==> src/rtl/rpwm_pkg.sv <==
package rpwm_pkg;

    typedef enum logic {
        ST_IDLE = 1'b0,
        ST_RUN  = 1'b1
    } rpwm_state_e;

    localparam int FLAG_N   = 3;
    localparam int FLG_TRIG = 0;
    localparam int FLG_DUTY = 1;
    localparam int FLG_UF   = 2;

    localparam logic [1:0] SEL_CTRL = 2'd0;
    localparam logic [1:0] SEL_PER  = 2'd1;
    localparam logic [1:0] SEL_DUTY = 2'd2;
    localparam logic [1:0] SEL_FLAG = 2'd3;

    localparam int CB_EN  = 0;
    localparam int CB_SW  = 1;
    localparam int CB_ONE = 2;
    localparam int CB_RST = 3;
    localparam int CB_INV = 4;
    localparam int CB_MSK = 5;
    localparam int CB_SEL = 6;
    localparam int CB_IE  = 8;

    typedef struct packed {
        logic [FLAG_N-1:0] ie;
        logic [1:0]        edge_sel;
        logic              mask;
        logic              invert;
        logic              restart_en;
        logic              oneshot;
        logic              enable;
    } rpwm_ctrl_t;

endpackage

==> src/rtl/rpwm_trig.sv <==
module rpwm_trig #(
    parameter int SYNC_STAGES = 2
) (
    input  logic       clk,
    input  logic       rst_n,
    input  logic       ext_i,
    input  logic [1:0] edge_sel,
    input  logic       enable,
    input  logic       sw_fire,
    output logic       fire
);
    localparam int LAST = SYNC_STAGES - 1;

    logic [SYNC_STAGES-1:0] sync_q;
    logic                   prev_q;
    logic                   ext_hit;

    generate
        for (genvar i = 0; i < SYNC_STAGES; i++) begin : g_sync
            if (i == 0) begin : g_first
                always_ff @(posedge clk) begin
                    if (!rst_n) sync_q[0] <= 1'b0;
                    else        sync_q[0] <= ext_i;
                end
            end else begin : g_next
                always_ff @(posedge clk) begin
                    if (!rst_n) sync_q[i] <= 1'b0;
                    else        sync_q[i] <= sync_q[i-1];
                end
            end
        end
    endgenerate

    always_ff @(posedge clk) begin
        if (!rst_n) prev_q <= 1'b0;
        else        prev_q <= sync_q[LAST];
    end

    always_comb begin
        unique case (edge_sel)
            2'b00: ext_hit = 1'b0;
            2'b01: ext_hit = sync_q[LAST] & ~prev_q;
            2'b10: ext_hit = ~sync_q[LAST] & prev_q;
            2'b11: ext_hit = sync_q[LAST] ^ prev_q;
        endcase
    end

    assign fire = sw_fire | (enable & ext_hit);

endmodule

==> src/rtl/rpwm_core.sv <==
module rpwm_core
    import rpwm_pkg::*;
#(
    parameter int CNT_W = 16
) (
    input  logic             clk,
    input  logic             rst_n,
    input  logic             tick,
    input  logic             fire,
    input  logic             halt,
    input  logic             oneshot,
    input  logic             restart_en,
    input  logic [CNT_W-1:0] per_buf,
    input  logic [CNT_W-1:0] duty_buf,
    input  logic             duty_wr,
    input  logic [CNT_W-1:0] duty_wdata,
    output logic             run,
    output logic [CNT_W-1:0] cnt,
    output logic             raw,
    output logic             evt_trig,
    output logic             evt_duty,
    output logic             evt_uf
);
    rpwm_state_e      state_q, state_d;
    logic [CNT_W-1:0] cnt_q, cnt_d;
    logic [CNT_W-1:0] duty_q, duty_d;

    always_ff @(posedge clk) begin
        if (!rst_n) begin
            state_q <= ST_IDLE;
            cnt_q   <= '0;
            duty_q  <= '0;
        end else begin
            state_q <= state_d;
            cnt_q   <= cnt_d;
            duty_q  <= duty_d;
        end
    end

    always_comb begin
        state_d  = state_q;
        cnt_d    = cnt_q;
        duty_d   = duty_q;
        evt_trig = 1'b0;
        evt_duty = 1'b0;
        evt_uf   = 1'b0;
        unique case (state_q)
            ST_IDLE: begin
                if (!halt && fire) begin          // start
                    state_d  = ST_RUN;
                    cnt_d    = per_buf;
                    evt_trig = 1'b1;
                end
            end
            ST_RUN: begin
                if (halt) begin                   // halt
                    state_d = ST_IDLE;
                end else if (fire && restart_en) begin  // restart
                    cnt_d    = per_buf;
                    evt_trig = 1'b1;
                end else if (tick) begin
                    if (cnt_q == duty_q) evt_duty = 1'b1;
                    if (cnt_q == '0) begin        // wrap or finish
                        evt_uf = 1'b1;
                        cnt_d  = per_buf;
                        duty_d = duty_buf;
                        if (oneshot) state_d = ST_IDLE;
                    end else begin
                        cnt_d = cnt_q - 1'b1;
                    end
                end
            end
        endcase
        if (duty_wr && state_q == ST_IDLE) duty_d = duty_wdata;
    end

    always_comb begin
        run = (state_q == ST_RUN);
        cnt = cnt_q;
        raw = run && (cnt_q <= duty_q);
    end

endmodule

==> src/rtl/rpwm_regs.sv <==
module rpwm_regs
    import rpwm_pkg::*;
#(
    parameter int CNT_W  = 16,
    parameter int DATA_W = 16
) (
    input  logic              clk,
    input  logic              rst_n,
    input  logic              wr_en,
    input  logic [1:0]        wr_sel,
    input  logic [DATA_W-1:0] wr_data,
    input  logic [FLAG_N-1:0] evt,
    output rpwm_ctrl_t        ctrl,
    output logic [CNT_W-1:0]  per_buf,
    output logic [CNT_W-1:0]  duty_buf,
    output logic              sw_fire,
    output logic              halt,
    output logic              duty_wr,
    output logic [FLAG_N-1:0] flags,
    output logic              irq
);
    logic              wr_ctrl;
    logic [FLAG_N-1:0] flags_d;

    assign wr_ctrl = wr_en && (wr_sel == SEL_CTRL);
    assign sw_fire = wr_ctrl && wr_data[CB_EN] && wr_data[CB_SW];
    assign halt    = wr_ctrl && !wr_data[CB_EN];
    assign duty_wr = wr_en && (wr_sel == SEL_DUTY);

    always_comb begin
        flags_d = flags;
        if (wr_en && wr_sel == SEL_FLAG) flags_d = flags_d & wr_data[FLAG_N-1:0];
        flags_d = flags_d | evt;
    end

    always_ff @(posedge clk) begin
        if (!rst_n) begin
            ctrl     <= '0;
            per_buf  <= '0;
            duty_buf <= '0;
            flags    <= '0;
        end else begin
            flags <= flags_d;
            if (wr_ctrl) begin
                ctrl.enable     <= wr_data[CB_EN];
                ctrl.oneshot    <= wr_data[CB_ONE];
                ctrl.restart_en <= wr_data[CB_RST];
                ctrl.invert     <= wr_data[CB_INV];
                ctrl.mask       <= wr_data[CB_MSK];
                ctrl.edge_sel   <= wr_data[CB_SEL +: 2];
                ctrl.ie         <= wr_data[CB_IE +: FLAG_N];
            end
            if (wr_en && wr_sel == SEL_PER) per_buf  <= wr_data[CNT_W-1:0];
            if (duty_wr)                    duty_buf <= wr_data[CNT_W-1:0];
        end
    end

    assign irq = |(flags & ctrl.ie);

endmodule

==> src/rtl/retrig_pwm.sv <==
module retrig_pwm
    import rpwm_pkg::*;
#(
    parameter int CNT_W       = 16,
    parameter int DATA_W      = 16,
    parameter int SYNC_STAGES = 2
) (
    input  logic              clk,
    input  logic              rst_n,
    input  logic              wr_en,
    input  logic [1:0]        wr_sel,
    input  logic [DATA_W-1:0] wr_data,
    input  logic              cnt_tick,
    input  logic              ext_trig,
    output logic              pwm_out,
    output logic              irq,
    output logic [2:0]        evt_flags
);
    rpwm_ctrl_t        ctrl;
    logic [CNT_W-1:0]  per_buf, duty_buf, core_cnt;
    logic              sw_fire, halt, duty_wr, fire;
    logic              core_run, core_raw;
    logic              evt_trig, evt_duty, evt_uf;
    logic [FLAG_N-1:0] evt, flags;

    assign evt[FLG_TRIG] = evt_trig;
    assign evt[FLG_DUTY] = evt_duty;
    assign evt[FLG_UF]   = evt_uf;

    rpwm_regs #(.CNT_W(CNT_W), .DATA_W(DATA_W)) u_regs (
        .clk(clk), .rst_n(rst_n), .wr_en(wr_en), .wr_sel(wr_sel), .wr_data(wr_data),
        .evt(evt), .ctrl(ctrl), .per_buf(per_buf), .duty_buf(duty_buf),
        .sw_fire(sw_fire), .halt(halt), .duty_wr(duty_wr), .flags(flags), .irq(irq)
    );

    rpwm_trig #(.SYNC_STAGES(SYNC_STAGES)) u_trig (
        .clk(clk), .rst_n(rst_n), .ext_i(ext_trig), .edge_sel(ctrl.edge_sel),
        .enable(ctrl.enable), .sw_fire(sw_fire), .fire(fire)
    );

    rpwm_core #(.CNT_W(CNT_W)) u_core (
        .clk(clk), .rst_n(rst_n), .tick(cnt_tick), .fire(fire), .halt(halt),
        .oneshot(ctrl.oneshot), .restart_en(ctrl.restart_en),
        .per_buf(per_buf), .duty_buf(duty_buf), .duty_wr(duty_wr),
        .duty_wdata(wr_data[CNT_W-1:0]), .run(core_run), .cnt(core_cnt),
        .raw(core_raw), .evt_trig(evt_trig), .evt_duty(evt_duty), .evt_uf(evt_uf)
    );

    always_comb begin
        if (ctrl.mask) pwm_out = ctrl.invert;
        else           pwm_out = core_raw ^ ctrl.invert;
    end

    assign evt_flags = flags;

endmodule

==> config.mk <==
export PLATFORM = sky130hd
export DESIGN_NAME = retrig_pwm
export DESIGN_NICKNAME = d
export VERILOG_FILES = /design/src/rtl/rpwm_pkg.sv /design/src/rtl/rpwm_trig.sv /design/src/rtl/rpwm_core.sv /design/src/rtl/rpwm_regs.sv /design/src/rtl/retrig_pwm.sv
export SDC_FILE = /design/constraint.sdc
export NUM_CORES = 1
export LEC_CHECK = 0
export ABC_AREA = 1
export BUFFER_PORTS_ARGS = -buffer_cell sky130_fd_sc_hd__buf_2
export CORE_ASPECT_RATIO = 1.1
export CORE_MARGIN = 2
export CORE_UTILIZATION = 30
export CTS_CLUSTER_SIZE = 20
export DETAILED_ROUTE_END_ITERATION = 16
export GPL_ROUTABILITY_DRIVEN = 1
export SETUP_SLACK_MARGIN = 0.1
export SYNTH_ARGS = -nofsm -noshare
export SYNTH_HDL_FRONTEND = slang
export SYNTH_SLANG_ARGS = --single-unit
==> constraint.sdc <==
create_clock -name clk -period 2.24 [get_ports clk]
set_input_delay 0.112 -clock clk [delete_from_list [all_inputs] [get_ports clk]]
set_output_delay 0.112 -clock clk [all_outputs]
set_load 0.02 [all_outputs]
# After elaboration in Yosys (flattened, before gate mapping)
# Cells that the tools add are included.
# word_totals
regBits	81
output_inout_bits	5
elab_cells	99
# classes
add_sub_neg	1
order_cmp	1
eq_ne	12
n_mux	35
n_bitwise	12
n_reduce_logical	22
# op_table
op	count
two-way mux 16 bit	11
one-hot mux 16 bit (2 select lines)	1
two-way mux 1 bit	19
equality test 16 bit	1
less-or-equal comparator 16 bit	1
logical NOT 16 bit	1
subtractor 16 x 1 -> 16 bit (second input constant)	1
logical AND 1 bit	11
equality test 2 bit (second input constant)	4
AND 3 bit	2
inequality test 2 bit (second input constant)	3
nonzero test 2 bit	3
AND reduction 5 bit	1
equality test 2 x 1 -> 1 bit (second input constant)	2
logical NOT 2 bit	2
one-hot mux 1 bit (2 select lines)	2
one-hot mux 1 bit (4 select lines)	1
AND 1 bit	3
two-way mux 3 bit	1
inequality test 3 bit (second input constant)	1
inverter 1 bit	3
OR 3 bit	1
AND reduction 3 bit	1
OR reduction 3 bit	1
other kinds (4)	6

# Longest topological paths before layout
# logic_depth
depth_word	10
mapped_depth	14
ltp_nobuf	14

# By module
# From an unflattened synthesis, not the netlist that was laid out.
# unflattened
hier_cells	602
area_unflattened_um2	4420.5
# modules_own_cells
mod	n_inst	cells_per_inst	area_each_um2	seq_area_each_um2
rpwm_core	1	360	2553.7	660.6
rpwm_regs	1	211	1674.1	900.9
rpwm_trig	1	24	165.2	60.1
retrig_pwm	1	7	27.5	0.0

# Worst setup path before layout
# Ideal clock, no wire load.
# synth_path
path_type	register to register
startpoint	register u_core.cnt_q[0] (netlist: u_core.cnt[0])
endpoint	register u_core.duty_q[15]
arrival_ns	1.589
slack_ns	0.581
stages_incl_launch_ff	12
path_buffers	1
synth_period_minus_slack_ns	1.659
path_cell_list	dfxtp_1 inv_1 ha_1 inv_1 nor2_1 nand4_4 nor2_4 nand4_4 nand2_4 buf_12 nand2_2 a21oi_2
# synth_between
elab_chain_len	3
# synth_rtl
element	line_no	source
from (decl)	rpwm_core.sv:25	logic [CNT_W-1:0] cnt_q, cnt_d;
from (signal assigned)	rpwm_core.sv:35	cnt_q <= cnt_d;
logical NOT 16 bit	rpwm_core.sv:63	if (cnt_q == '0) begin
nonzero test 2 bit (no source line)	--	
AND reduction 5 bit (no source line)	--	
to (signal assigned)	rpwm_core.sv:36	duty_q <= duty_d;
to (decl)	rpwm_core.sv:26	logic [CNT_W-1:0] duty_q, duty_d;
# No other way between the ends.
# A chain may end at the register's enable or synchronous reset.

# Final worst setup path
# layout_path
startpoint	register u_core.duty_q[6]
endpoint	output pwm_out
# layout_between
elab_chain_len	4
# layout_rtl
element	line_no	source
less-or-equal comparator 16 bit	rpwm_core.sv:80	raw = run && (cnt_q <= duty_q);
logical AND 1 bit	rpwm_core.sv:80	
XOR 1 bit	retrig_pwm.sv:51	else pwm_out = core_raw ^ ctrl.invert;
two-way mux 1 bit	retrig_pwm.sv:50	if (ctrl.mask) pwm_out = ctrl.invert;
to (decl)	retrig_pwm.sv:15	output logic pwm_out,
# No other way between the ends.

==> results.cfg <==
[floorplanning]
core_um2 = 14600
io-pin-count = 28
die-area_um2 = 16000
die_y_um = 132
rows = 46
initial_core_util_pct = 30.9
fp.dieW_um = 121

[sta]
hold_viol_final = 0
rsz0062_at_grt = true
slew_headroom_pct = 53.5
drv_slew = 0
final.period_utilization_pct = 94.3
setup_viol = 0
fmax_mhz = 473
min_period_ps = 2110
worst_pin_slew_ps = 697
clock_skew_ps = 5.48
setup-tns-final_ps = 0
worst_slack_ps = 127

[detailed_routing]
first_pass_iters = 5
route.detailed.drc = 0
routed-via-count = 4047
drt_wl_total_um = 11400
vias_per_cell = 4.68
drt_iter0_drc = 219
wl_per_cell_um = 13.2
ant_nets = 0

[clock_tree]
cts_root_buf = clkbuf_16
tritoncts.num_buffers = 9
cts-htree-levels = 3
clk_latency_ps = 340
cts_tree = yes
clock-sinks = 81
clk_pin_slew_ps = 60
clockBufferDepth = 2

[synth]
yosys_warnings = 0
synth_top_area_share_pct = 36.0
syn-instance-count = 636
ys_seq_area_share_pct = 36.0
synthesis.nets = 679
avgSynthCellArea_um2 = 7.07
yosysTopAreaCell = dfxtp_1
ys_ff_latch = 81
syn_area_um2 = 4500
ys_top_cells_by_area = dfxtp_1, nand2_1, inv_1, a21oi_1, o21ai_0
ys_types = 39

[outcome]
status = complete, no violations

[setup_path]
crit_top_cell = nand2_1
slowest_delay_ps = 350
path_cells = inv_1, ha_4, nand2_4, nor2_4, nand3_2, or3_4, nand2_4, nand2_1, nand2_1, nand2_1, buf_6
cp_max_fo = 2
cp.required_ps = 2130
cp-end-kind = primary output
path_delay_family = simple AND/OR/NAND/NOR gates
arrival_ps = 2000
path_class = reg -> out
critPathSlowestCell = or3_4
cp_num_buf_inv = 2
start_kind = register

[power]
fin_total_pwr_w = 0.00383
p_leak_nw = 2.40
cellPowerDensity_nw_per_um2 = 705
irDropWorstVdd_uv = 393

[placement]
dp_hpwl_um = 8240
dpl_worst_slack_ps = 322
gp_congestion = 0.836
io_buffer_count = 27
dpl_cell_area_um2 = 4820

[global_route]
grt_max_degree = 51
grt_pass1_vias = 3806
antenna_found_initial = 0
grt.overflow.total = 0
track_usage_pct = 14.7
grt_pass1_wl_um = 18800

[layout]
nets = 710
area_growth_pct = 20.6
drive_gt1_share_pct = 23.5
stdcell_area_um2 = 5430
num_antenna_cells = 0
utilization_pct = 37.3

[min_path]
min_path_type = in -> reg

[flow_run]
maxCapViolCount = 0
-- path summary, 6_finish.rpt --
path / startpoint / to / slack, ps / cells after the start
max: u_core.duty_q[6] / pwm_out / 130 / 11
min: wr_data[13] / u_regs.duty_buf[13] / 60 / 3
max reg2reg: u_core.cnt[1] / u_core.cnt[8] / 330 / 10
min reg2reg: u_trig.sync_q[0] / u_trig.sync_q[1] / 420 / 2
-- per-stage QoR --
step | std cells | hold WS, ps
CTS | 862 | 59.5
finish | 864 | 64.4
global route | 864 | 68.3
floorplan | 636 | 210
detailed placement | 841 | 305
global placement | 841 | 301
-- cells in the final DEF (no fill, tap or decap), drive strengths merged --
cell type    instances
a211oi               2
a21oi               75
a31oi                1
a41oi                1
buf                 42
bufinv               2
clkbuf              13
clkinv               3
dfxtp               81
dlygate4sd3          1
ha                  20
inv                 87
mux2                 1
nand2              142
nand3               39
nand3b               4
nand4               10
nor2                73
nor3                 8
o211ai               3
o21a                 1
o21ai               56
or2                  1
or3                  1
xnor2                3
xor2                 2
-- kinds of logic after synthesis --
family	synth area share, %
flip-flops	36.0
adder cells (fa/ha/maj)	5.56
multiplexers	0.250
AND/OR/NAND/NOR	29.7
buffers and inverters	10.3
XOR/XNOR	0.973
AO/OA/AOI/OAI	17.2
-- area by class of cell --
type                    instances  area, um2
clock buffers                  13        280
clock inverters                 3       68.8
fillers                      1544       9130
inverters                      89        342
multi-input cells             443       2570
flip-flops and latches         81       1660
well taps                     192        240
repair buffers                 43        264
-- Yosys cell counts, drive strengths merged --
master,n
clkbuf,14
xor2,2
nor2,73
buf,9
nor3,8
or3,1
dfxtp,81
xnor2,3
a31oi,1
a41oi,1
or2,1
o21a,1
o211ai,3
nand3b,4
mux2,1
ha,20
o21ai,56
clkinv,3
inv,86
nand2,142
a211oi,2
a21oi,75
nand4,10
nand3,39
-- routing by layer --
metal  routed length (um)  share of wire [%]  up-vias  track usage (%)
met2                 5430                 48       83             24.4
met3                  447                3.9       17             3.02
met1                 5300                 47     1830             19.0
li1                     -                  -     2117                -
met5                    0                  0        -                0
met4                  218                1.9        0             4.91
-- state kept, by name, indices dropped and copies added (netlist names) --
register         flops
u_trig.prev_q        1
u_regs.ctrl         10
u_regs.per_buf      16
u_core.duty_q       16
u_core.run           1
u_trig.sync_q        2
u_regs.duty_buf     16
u_regs.flags         3
u_core.cnt          16
-- power breakdown --
group	total [W]	switching (W)	internal [W]	leakage, nW
sequential	0.00153	0.0000342	0.00150	0.671
combinational	0.000598	0.000381	0.000217	1.56
clock	0.00170	0.000597	0.00110	0.172
total	0.00383	0.00101	0.00281	2.40
-- what timing repair did --
item | CTS | global route
endpoints found under the setup margin | 1 | 1
hold buffers | 1 | 0
buffers inserted | 4 | 2
pin swaps | 5 | 11
gates resized for setup | 31 | 22
endpoints found under the hold margin | 1 | 0
gates cloned | 0 | 0
-- worst min-delay path, stage by stage --
cell and delay, ps:
buf_2 120, inv_1 70, a21oi_1 60
No activity file was read; power rests on OpenSTA's default activity.
